$ cat config.mk
export PLATFORM = sky130hd
export DESIGN_NAME = hpt_addr_gen
export DESIGN_NICKNAME = d
export VERILOG_FILES = /design/src/rtl/hpt_pkg.sv /design/src/rtl/hpt_hash.sv /design/src/rtl/hpt_span.sv /design/src/rtl/hpt_tag.sv /design/src/rtl/hpt_addr_gen.sv
export SDC_FILE = /design/constraint.sdc
export NUM_CORES = 1
export LEC_CHECK = 0
export BUFFER_PORTS_ARGS = -buffer_cell sky130_fd_sc_hd__clkbuf_2
export CORE_AREA = 2 2 229 231
export CTS_BUF_LIST = sky130_fd_sc_hd__clkbuf_4
export DETAILED_ROUTE_END_ITERATION = 8
export DIE_AREA = 0 0 231 233
export GPL_TIMING_DRIVEN = 0
export PLACE_DENSITY_LB_ADDON = 0.25
export SYNTH_ARGS = -nofsm -noshare
export SYNTH_HDL_FRONTEND = slang
export SYNTH_SLANG_ARGS = --single-unit
$ cat constraint.sdc
create_clock -name clk -period 10.05 [get_ports clk]
set_clock_uncertainty 0.2 [all_clocks]
set_input_delay 2.5125 -clock clk [delete_from_list [all_inputs] [get_ports clk]]
set_output_delay 2.5125 -clock clk [all_outputs]
set_load 0.02 [all_outputs]
$ cat src/rtl/hpt_pkg.sv
package hpt_pkg;

    localparam int HPT_AW   = 64;
    localparam int HPT_SHW  = $clog2(HPT_AW);

    typedef enum logic {
        HPT_NARROW = 1'b0,
        HPT_WIDE   = 1'b1
    } hpt_mode_e;

    typedef struct packed {
        logic [HPT_AW-1:0] grp0;
        logic [HPT_AW-1:0] grp1;
        logic [HPT_AW-1:0] tag;
    } hpt_result_t;

    // All ones at and above bit position sh
    function automatic logic [HPT_AW-1:0] ones_from(input logic [HPT_SHW-1:0] sh);
        return {HPT_AW{1'b1}} << sh;
    endfunction

endpackage

$ cat src/rtl/hpt_hash.sv
module hpt_hash
    import hpt_pkg::*;
#(
    parameter int AW        = HPT_AW,
    parameter int SHW       = HPT_SHW,
    parameter int PAGE_BITS = 12
) (
    input  logic [AW-1:0]  vsid,
    input  logic [AW-1:0]  eaddr,
    input  logic [AW-1:0]  page_mask,
    input  logic [SHW-1:0] hash_shift,
    input  logic [AW-1:0]  hash_mask,
    output logic [AW-1:0]  pgidx,
    output logic [AW-1:0]  hash_pri,
    output logic [AW-1:0]  hash_sec
);
    always_comb begin
        pgidx    = (eaddr & page_mask) >> PAGE_BITS;
        hash_pri = ((vsid ^ pgidx) << hash_shift) & hash_mask;
        hash_sec = (~hash_pri) & hash_mask;
    end
endmodule

$ cat src/rtl/hpt_span.sv
module hpt_span
    import hpt_pkg::*;
#(
    parameter int AW         = HPT_AW,
    parameter int SHW        = HPT_SHW,
    parameter int SIZE_LIMIT = 28,
    parameter int NARROW_W   = 9
) (
    input  hpt_mode_e      mode,
    input  logic [AW-1:0]  sdr1,
    input  logic [SHW-1:0] base_shift,
    input  logic [AW-1:0]  base_mask,
    output logic [AW-1:0]  comb_mask,
    output logic [AW-1:0]  base_bits,
    output logic           size_bad
);
    localparam int SZ_W = $clog2(SIZE_LIMIT + 1);
    localparam logic [AW-1:0] SPAN_ONES = (AW'(1) << SIZE_LIMIT) - AW'(1);

    logic [SZ_W-1:0] size_fld;
    logic [SZ_W-1:0] span_shamt;
    logic [AW-1:0]   tbl_mask;

    always_comb begin
        size_fld   = sdr1[SZ_W-1:0];
        span_shamt = SZ_W'(SIZE_LIMIT) - size_fld;
        size_bad   = (mode == HPT_WIDE) && (size_fld > SZ_W'(SIZE_LIMIT));
        if (mode == HPT_WIDE)
            tbl_mask = SPAN_ONES >> span_shamt;
        else
            tbl_mask = AW'(sdr1[NARROW_W-1:0]);
        comb_mask = (tbl_mask << base_shift) | base_mask;
        base_bits = sdr1 & ones_from(base_shift);
    end
endmodule

$ cat src/rtl/hpt_tag.sv
module hpt_tag
    import hpt_pkg::*;
#(
    parameter int AW           = HPT_AW,
    parameter int WIDE_VSH     = 12,
    parameter int WIDE_PSH     = 4,
    parameter int WIDE_PBITS   = 5,
    parameter int WIDE_PPOS   = 7,
    parameter int NARROW_VSH   = 7,
    parameter int NARROW_PSH   = 10,
    parameter int NARROW_PBITS = 6
) (
    input  hpt_mode_e     mode,
    input  logic [AW-1:0] vsid,
    input  logic [AW-1:0] pgidx,
    output logic [AW-1:0] tag
);
    localparam logic [AW-1:0] WIDE_FIELD   = ((AW'(1) << WIDE_PBITS) - AW'(1)) << WIDE_PPOS;
    localparam logic [AW-1:0] NARROW_FIELD = (AW'(1) << NARROW_PBITS) - AW'(1);

    always_comb begin
        if (mode == HPT_WIDE)
            tag = (vsid << WIDE_VSH) | ((pgidx >> WIDE_PSH) & WIDE_FIELD);
        else
            tag = (vsid << NARROW_VSH) | ((pgidx >> NARROW_PSH) & NARROW_FIELD);
    end
endmodule

$ cat src/rtl/hpt_addr_gen.sv
module hpt_addr_gen
    import hpt_pkg::*;
#(
    parameter int AW         = HPT_AW,
    parameter int SHW        = HPT_SHW,
    parameter int PAGE_BITS  = 12,
    parameter int SIZE_LIMIT = 28
) (
    input  logic           clk,
    input  logic           rst,
    input  logic           in_valid,
    input  logic           mode,
    input  logic [AW-1:0]  vsid,
    input  logic [AW-1:0]  eaddr,
    input  logic [AW-1:0]  sdr1,
    input  logic [AW-1:0]  page_mask,
    input  logic [SHW-1:0] hash_shift,
    input  logic [AW-1:0]  hash_mask,
    input  logic [SHW-1:0] base_shift,
    input  logic [AW-1:0]  base_mask,
    output logic           out_valid,
    output logic           size_err,
    output logic [AW-1:0]  group_addr0,
    output logic [AW-1:0]  group_addr1,
    output logic [AW-1:0]  cmp_tag
);
    hpt_mode_e   mode_e;
    logic [AW-1:0] pgidx, h_pri, h_sec, cmask, base;
    logic          bad;
    hpt_result_t   res_d, res_q;

    assign mode_e = hpt_mode_e'(mode);

    hpt_hash #(.AW(AW), .SHW(SHW), .PAGE_BITS(PAGE_BITS)) u_hash (
        .vsid(vsid), .eaddr(eaddr), .page_mask(page_mask),
        .hash_shift(hash_shift), .hash_mask(hash_mask),
        .pgidx(pgidx), .hash_pri(h_pri), .hash_sec(h_sec)
    );

    hpt_span #(.AW(AW), .SHW(SHW), .SIZE_LIMIT(SIZE_LIMIT)) u_span (
        .mode(mode_e), .sdr1(sdr1), .base_shift(base_shift),
        .base_mask(base_mask), .comb_mask(cmask), .base_bits(base),
        .size_bad(bad)
    );

    hpt_tag #(.AW(AW)) u_tag (
        .mode(mode_e), .vsid(vsid), .pgidx(pgidx), .tag(res_d.tag)
    );

    assign res_d.grp0 = base | (h_pri & cmask);
    assign res_d.grp1 = base | (h_sec & cmask);

    always_ff @(posedge clk) begin
        if (rst) begin
            out_valid <= 1'b0;
            size_err  <= 1'b0;
            res_q     <= '0;
        end else begin
            out_valid <= in_valid & ~bad;
            size_err  <= in_valid & bad;
            if (in_valid && !bad)
                res_q <= res_d;
        end
    end

    assign group_addr0 = res_q.grp0;
    assign group_addr1 = res_q.grp1;
    assign cmp_tag     = res_q.tag;
endmodule

==> qor.txt, run 1 <==
Met3 wire length -> 12.3 mm
Max VDD drop -> 65.5 uV
Final Routed Wirelength -> 125 mm
Total leakage power -> 9.07 nW
Die boundary height -> 233 um
Overall track demand over capacity in global routing -> 45.0%
Crit-path cells -> clkbuf_2 > buf_2 > inv_1 > ha_1 > nand3b_2 > mux2_2 > clkbuf_1 > o311ai_1 > o21ai_1 > mux2i_1 > a211oi_1 > a21oi_1 > a311oi_1 > nor3_1
Post-route minimum period -> 6730 ps
Max-cap violations -> 0
Count of buffer and inverter cells on the critical path -> 4
Sequential element share of the synthesized area -> 22.6%
Number of failing setup endpoints in the final timing report -> 0
Cell count after synthesis -> 2,181
Buffer type at the clock tree root -> sky130_fd_sc_hd__clkbuf_4
Vias per std cell -> 6.63
Hold buffers post-CTS -> 0
Top-level port count -> 594
Startpoint of the tightest hold check path -> group_addr0[48]
First-pass GRT wire length -> 169 mm
Full die area -> 53,800 um2
Reg2Reg Launch Point -> group_addr1[28]
Unrepaired setup endpoints after global routing -> false
Overflow left after global routing -> 0
Ratio of final minimum period to clock period -> 67.0%
Chip width -> 231 um
Share of post-route cells with drive strength above 1 -> 29.3%
Buffer count from post-CTS setup fixing -> 0
CTS tree -> built
ANT nets after route -> 0
Number of port buffers -> 560
PostCTS Resize Cnt -> 0
Layout Nets -> 3,164
Total of flip-flops plus latches after synthesis -> 193
Nature of the critical path endpoint -> flop
Worst skew pair latency -> 880 ps
Number of buffers on the longest clock path -> 2
Achievable frequency -> 149 MHz
Final core utilization -> 41.3%
Worst-Margin Slew -> 1460 ps
Weighted congestion reported at the end of routability-driven placement -> 1.10
Post-detailed-placement cell area -> 20,700 um2
Arrival time at the worst endpoint -> 7290 ps
Worst max-slew margin expressed relative to the limit -> 2.73%
Worst path top cell family by delay -> compound AO/OA/AOI/OAI gates
Setup TNS -> 0 ps
Number of library cell types mapped by synthesis -> 105
Worst setup slack before clock tree synthesis -> 2840 ps
DP HPWL -> 103 mm
Cell area after synthesis -> 17,100 um2
Antenna violations before repair -> 7
Required time of the critical path -> 10,610 ps
Number of clock buffers inserted by TritonCTS -> 17
Remaining DRCs -> 0
Initial drt markers -> 3,014
Count of flip-flops with a built-in enable after synthesis -> 0
Clock transition at path regs -> 220 ps
Post-synth top flop -> sky130_fd_sc_hd__dfxtp_1
Launching element of the worst setup path -> sdr1[0]
Power per cell area -> 128 nW/um2
WL per Instance -> 36.1 um
Via count of the first global-routing pass -> 21,938
Final setup slack of the worst path -> 3320 ps
Crit-path max FO -> 10
Drt pass-1 iters -> 8
Startpoint types -> primary input
Proportion of register bits with asynchronous set or reset after synthesis -> 0%
Register Area -> 3860 um2
H-tree depth reported by CTS -> 4
Vias -> 22,919
Final count of pins violating max slew -> 0
Path type of the worst min-delay path -> flop to flop
Net count after synthesis -> 2,584
Count of warnings emitted by yosys -> 0
TritonCTS sink count -> 193
Area of the core region -> 51,100 um2
Final hold vios -> 0
Wire length on met2 -> 57.0 mm
Top routing layer in use -> met5
Largest net degree at the start of global routing -> 24
Area added between synthesis and finish -> 23.5%
Footprint of the multi-input gates -> 12,300 um2
Core Rows -> 83
Starting density of the core -> 33.4%
Total routed wire length on the met1 layer -> 45.2 mm
Critical Path Slowest Stage Cell -> sky130_fd_sc_hd__a211oi_1
Status -> completed
Average cell area after synthesis -> 7.83 um2
Worst hold slack after final layout -> 318 ps
Post-route cell area -> 21,100 um2
Max stage delay on crit path -> 860 ps
Start-to-end type of the worst setup path -> primary input to flop
Fillers -> 5,348
==> synth_stat cells (8+ instances only) <==
| library cell | number | share of area [%] |
|---|---|---|
| sky130_fd_sc_hd__o32ai_1 | 9 | 0.46 |
| sky130_fd_sc_hd__mux2_2 | 35 | 2.3 |
| sky130_fd_sc_hd__o221a_2 | 15 | 0.99 |
| sky130_fd_sc_hd__a211oi_1 | 94 | 4.1 |
| sky130_fd_sc_hd__nand2_1 | 230 | 5.1 |
| sky130_fd_sc_hd__a22oi_1 | 16 | 0.70 |
| sky130_fd_sc_hd__nor3_1 | 68 | 2.0 |
| sky130_fd_sc_hd__a31oi_1 | 32 | 1.2 |
| sky130_fd_sc_hd__clkbuf_1 | 116 | 2.5 |
| sky130_fd_sc_hd__a211o_1 | 12 | 0.62 |
| sky130_fd_sc_hd__o221ai_1 | 12 | 0.62 |
| sky130_fd_sc_hd__o211ai_1 | 25 | 1.1 |
| sky130_fd_sc_hd__and2_1 | 11 | 0.40 |
| sky130_fd_sc_hd__nand3b_1 | 10 | 0.44 |
| sky130_fd_sc_hd__or3_1 | 13 | 0.48 |
| sky130_fd_sc_hd__a21o_1 | 13 | 0.57 |
| sky130_fd_sc_hd__or2_2 | 8 | 0.29 |
| sky130_fd_sc_hd__buf_1 | 19 | 0.42 |
| sky130_fd_sc_hd__a311oi_1 | 16 | 0.82 |
| sky130_fd_sc_hd__nor2_1 | 246 | 5.4 |
| sky130_fd_sc_hd__a221oi_1 | 8 | 0.41 |
| sky130_fd_sc_hd__mux2i_1 | 149 | 8.7 |
| sky130_fd_sc_hd__o22ai_1 | 42 | 1.5 |
| sky130_fd_sc_hd__nand4_1 | 8 | 0.29 |
| sky130_fd_sc_hd__nand3_1 | 45 | 1.3 |
| sky130_fd_sc_hd__nor2b_1 | 9 | 0.33 |
| sky130_fd_sc_hd__buf_2 | 33 | 0.97 |
| sky130_fd_sc_hd__o21a_1 | 17 | 0.75 |
| sky130_fd_sc_hd__mux4_2 | 64 | 8.4 |
| sky130_fd_sc_hd__o21ai_1 | 8 | 0.23 |
| sky130_fd_sc_hd__nand2b_1 | 20 | 0.73 |
| sky130_fd_sc_hd__inv_1 | 27 | 0.59 |
| sky130_fd_sc_hd__a21oi_1 | 139 | 4.1 |
| sky130_fd_sc_hd__dfxtp_1 | 193 | 23 |
| sky130_fd_sc_hd__o31ai_1 | 12 | 0.53 |
| sky130_fd_sc_hd__o21ai_0 | 151 | 4.4 |
| sky130_fd_sc_hd__o211a_1 | 11 | 0.64 |
| sky130_fd_sc_hd__a31o_2 | 19 | 0.97 |
| sky130_fd_sc_hd__buf_4 | 9 | 0.40 |
| sky130_fd_sc_hd__xor2_1 | 51 | 2.6 |
==> path summary, 6_finish.rpt <==
path | cells past startpoint | slack, ps | endpoint
worst min register to register | 2 | 320 | group_addr0[48]
worst min-delay path | 2 | 320 | group_addr0[48]
worst max register to register | 3 | 8710 | group_addr1[28]
worst max-delay path | 14 | 3320 | group_addr0[17]
==> registers in the layout, indices dropped and copies added (netlist names) <==
signal / count
group_addr1: 64
group_addr0: 64
out_valid: 1
cmp_tag: 63
size_err: 1
==> cell type report <==
class | instances | share of cell area [%]
clock inverters | 15 | 1.03
clock buffers | 17 | 0.605
flip-flops and latches | 193 | 18.3
plain buffers | 177 | 3.51
well taps | 680 | 4.03
inverters | 37 | 0.658
repair buffers | 561 | 13.3
diodes | 4 | 0.0475
multi-input cells | 1774 | 58.5
==> tightest hold or removal path: stages, from the launching register on <==
cell                       delay, ps
sky130_fd_sc_hd__dfxtp_1         360
sky130_fd_sc_hd__nor2_1          100
sky130_fd_sc_hd__a211oi_1         50
==> placed cells by master (no fill, tap or decap), drive strengths merged, types with 18 or more instances in the layout <==
cell and instances:
a21oi 141, inv 40, buf 62, nand2b 20
nand2 231, nor3 68, a31oi 32, nor2 246
a211oi 96, o21ai 160, o22ai 42, a31o 19
nand3 45, a311oi 18, mux2 36, dfxtp 193
mux4 64, xor2 52, mux2i 150, o211ai 26
clkbuf 693
==> per-layer routing <==
layer,track usage [%],vias to the layer above
li1,-,9488
met5,0,-
met4,30.2,2
met3,10.5,410
met1,52.2,11227
met2,74.0,1792
==> through the flow <==
stage / cells / power (mW)
2_1_floorplan: 2181 / 1.55
3_3_place_gp: 3421 / 2.12
3_5_place_dp: 3422 / 2.12
4_1_cts: 3454 / 2.65
5_1_grt: 3457 / 2.76
6_report: 3458 / 2.70
==> power by group <==
group	internal, mW	switching [mW]	leakage, nW
Clock	0.132	0.410	0.178
Sequential	0.829	0.0444	1.60
Combinational	0.403	0.885	7.29
==> cells by family (layout without fill, tap and decap cells) <==
family                     count (synthesis)  after routing  share of synthesized area (%)
muxes                                    250            250                           19.7
adders and majority gates                  3              3                          0.220
DFF                                      193            193                           22.6
AOI/OAI and AO/OA                        757            757                           30.8
buffers and inverters                    214            807                           5.14
and+or+nand+nor                          708            708                           18.6
xor gates and xnor gates                  55             55                           2.86
other                                      1              5                         0.0220
Note: power is estimated with default switching activity, not from simulation.
==> run 2, diff against run 1 <==
- ABC_AREA: default -> 1
- CORE_AREA: 2 2 229 231 -> 2 2 228 230
- DIE_AREA: 0 0 231 233 -> 0 0 230 232
- clock period: 10.05 -> 5.7 ns (I/O delays scaled with it)
==> qor.txt, run 2 <==
H-tree depth reported by CTS -> 4
Power per cell area -> 204 nW/um2
PostCTS Resize Cnt -> 0
Number of port buffers -> 560
Overall track demand over capacity in global routing -> 40.0%
Unrepaired setup endpoints after global routing -> false
DP HPWL -> 92.4 mm
TritonCTS sink count -> 193
Remaining DRCs -> 0
First-pass GRT wire length -> 156 mm
Total leakage power -> 10.7 nW
Worst-Margin Slew -> 1370 ps
Ratio of final minimum period to clock period -> 69.4%
Reg2Reg Launch Point -> group_addr0[5]
Worst max-slew margin expressed relative to the limit -> 8.87%
Sequential element share of the synthesized area -> 22.8%
Count of flip-flops with a built-in enable after synthesis -> 0
Commonest cells after routing, fill and taps aside -> sky130_fd_sc_hd__nand2_1, sky130_fd_sc_hd__nand3_1, sky130_fd_sc_hd__clkbuf_2
Final Power -> 4.26 mW
Number of failing setup endpoints in the final timing report -> 0
Worst Reg2Reg Path Length in Cells -> 2
Via count of the first global-routing pass -> 22,959
Starting density of the core -> 33.3%
Final hold vios -> 0
Fillers -> 5,909
Hold buffers post-CTS -> 0
Count of warnings emitted by yosys -> 0
Crit-path max FO -> 10
Buffer type at the clock tree root -> sky130_fd_sc_hd__clkbuf_4
Worst-case register-to-register setup slack -> 4740 ps
Share of post-route cells with drive strength above 1 -> 19.0%
Max stage delay on crit path -> 780 ps
Path type of the worst min-delay path -> flop to flop
CTS tree -> built
Final Routed Wirelength -> 110 mm
Worst hold slack after final layout -> 301 ps
Max VDD drop -> 119 uV
Die boundary height -> 232 um
Largest net degree at the start of global routing -> 19
Most instantiated cells after synthesis -> sky130_fd_sc_hd__nand2_1, sky130_fd_sc_hd__nand3_1, sky130_fd_sc_hd__a21oi_1
Achievable frequency -> 253 MHz
Arrival time at the worst endpoint -> 4480 ps
Count leader, synth -> sky130_fd_sc_hd__nand2_1
Startpoint of the tightest hold check path -> cmp_tag[4]
Antenna violations before repair -> 7
Status -> completed
Cell count after synthesis -> 3,038
Proportion of register bits with asynchronous set or reset after synthesis -> 0%
Top cells by area, synth -> sky130_fd_sc_hd__dfxtp_1, sky130_fd_sc_hd__nand2_1, sky130_fd_sc_hd__nand3_1
Critical Path Slowest Stage Cell -> sky130_fd_sc_hd__clkbuf_1
Worst path top cell family by delay -> buffers and inverters
Setup TNS -> 0 ps
Worst skew pair latency -> 780 ps
Layout Nets -> 4,020
Clock transition at path regs -> 180 ps
Net count after synthesis -> 3,441
Top-level port count -> 594
Post-route minimum period -> 3960 ps
Full die area -> 53,400 um2
Launching element of the worst setup path -> sdr1[1]
Startpoint types -> primary input
Area added between synthesis and finish -> 23.2%
Post-synth top area share -> 22.8%
Critical path depth -> 10
Area of the core region -> 50,900 um2
Initial drt markers -> 3,289
Core Rows -> 83
Weighted congestion reported at the end of routability-driven placement -> 1.08
Number of clock buffers inserted by TritonCTS -> 17
Nature of the critical path endpoint -> flop
Overflow left after global routing -> 0
Chip width -> 230 um
Final core utilization -> 41.0%
Count of buffer and inverter cells on the critical path -> 4
Drt pass-1 iters -> 6
Cell area after synthesis -> 16,900 um2
Number of library cell types mapped by synthesis -> 46
Required time of the critical path -> 6220 ps
Number of buffers on the longest clock path -> 2
Average cell area after synthesis -> 5.58 um2
Most common cell after layout, fill and taps aside -> sky130_fd_sc_hd__nand2_1
Total of flip-flops plus latches after synthesis -> 193
Max-cap violations -> 0
Top cell type by total area after synthesis -> sky130_fd_sc_hd__dfxtp_1
Start-to-end type of the worst setup path -> primary input to flop
Final count of pins violating max slew -> 0
Vias per std cell -> 5.77
Crit-path cells -> clkbuf_2 > inv_1 > nand2_1 > nand3_1 > nor3_1 > nor2_2 > buf_2 > clkbuf_1 > o21ai_0 > a21oi_1
Post-synth top flop -> sky130_fd_sc_hd__dfxtp_1
ANT nets after route -> 0
WL per Instance -> 25.4 um
End of the worst register-to-register path -> group_addr0[5]
Buffer count from post-CTS setup fixing -> 0
Vias -> 24,915
Capture point of the worst path -> group_addr0[12]
## run 2: kinds of logic (layout without fill, tap and decap cells)
group                      count (synthesis)  count (layout)  synth area share [%]
DFF                                      193             193                  22.8
adders and majority gates                  3               3                 0.222
AOI/OAI and AO/OA                        602             602                  19.2
and+or+nand+nor                         1765            1765                  45.2
muxes                                      2               2                 0.118
xor gates and xnor gates                  49              49                  2.53
buffers and inverters                    423            1015                  9.91
other                                      1               8                0.0221
## run 2: how the worst min path moves through the flow
stage,cells past startpoint,end
after floorplan,2,cmp_tag[0]
after detailed placement,2,cmp_tag[1]
after CTS,2,cmp_tag[0]
after global placement,2,cmp_tag[0]
after global routing,2,cmp_tag[3]
final,2,cmp_tag[4]
## run 2: metrics by stage
step | setup WS (ps) | area (um2) | instances
2_1_floorplan | 2270 | 16900 | 3038
3_3_place_gp | 1050 | 20600 | 4278
3_5_place_dp | 1100 | 20600 | 4278
4_1_cts | 1950 | 20900 | 4310
5_1_grt | 1590 | 20900 | 4316
6_report | 1740 | 20900 | 4317
## run 2: cell type report
| cell class | count | area, um2 | area share, % |
|---|---|---|---|
| sequential | 193 | 3860 | 18.5 |
| timing repair buffer | 560 | 2800 | 13.4 |
| multi-input combinational | 2422 | 11400 | 54.6 |
| inverter | 220 | 826 | 3.96 |
| tap | 680 | 851 | 4.08 |
| antenna | 7 | 17.5 | 0.0839 |
| clock buffer | 18 | 135 | 0.647 |
| clock inverter | 14 | 124 | 0.594 |
| buffer | 203 | 853 | 4.09 |
## run 2: metal layers
metal  track usage [%]  wire length [um]  vias up
li1                  -                 -    11319
met1              54.8             46300    11745
met2              60.9             46700     1640
met3              8.06             12000      211
met4              17.0              4890        0
met5                 0                 0        -
## run 2: power by group
part           total, mW  switching (mW)  leakage [nW]  internal (mW)
Sequential          1.52          0.0629          1.60           1.45
Combinational       1.94            1.40          8.98          0.542
Clock              0.804           0.613         0.132          0.191
## run 2: tightest hold or removal path, delay by kind of cell (launching register included)
family,cells,cell delay (ps)
compound gates,1,60
flops,1,350
simple gates,1,70
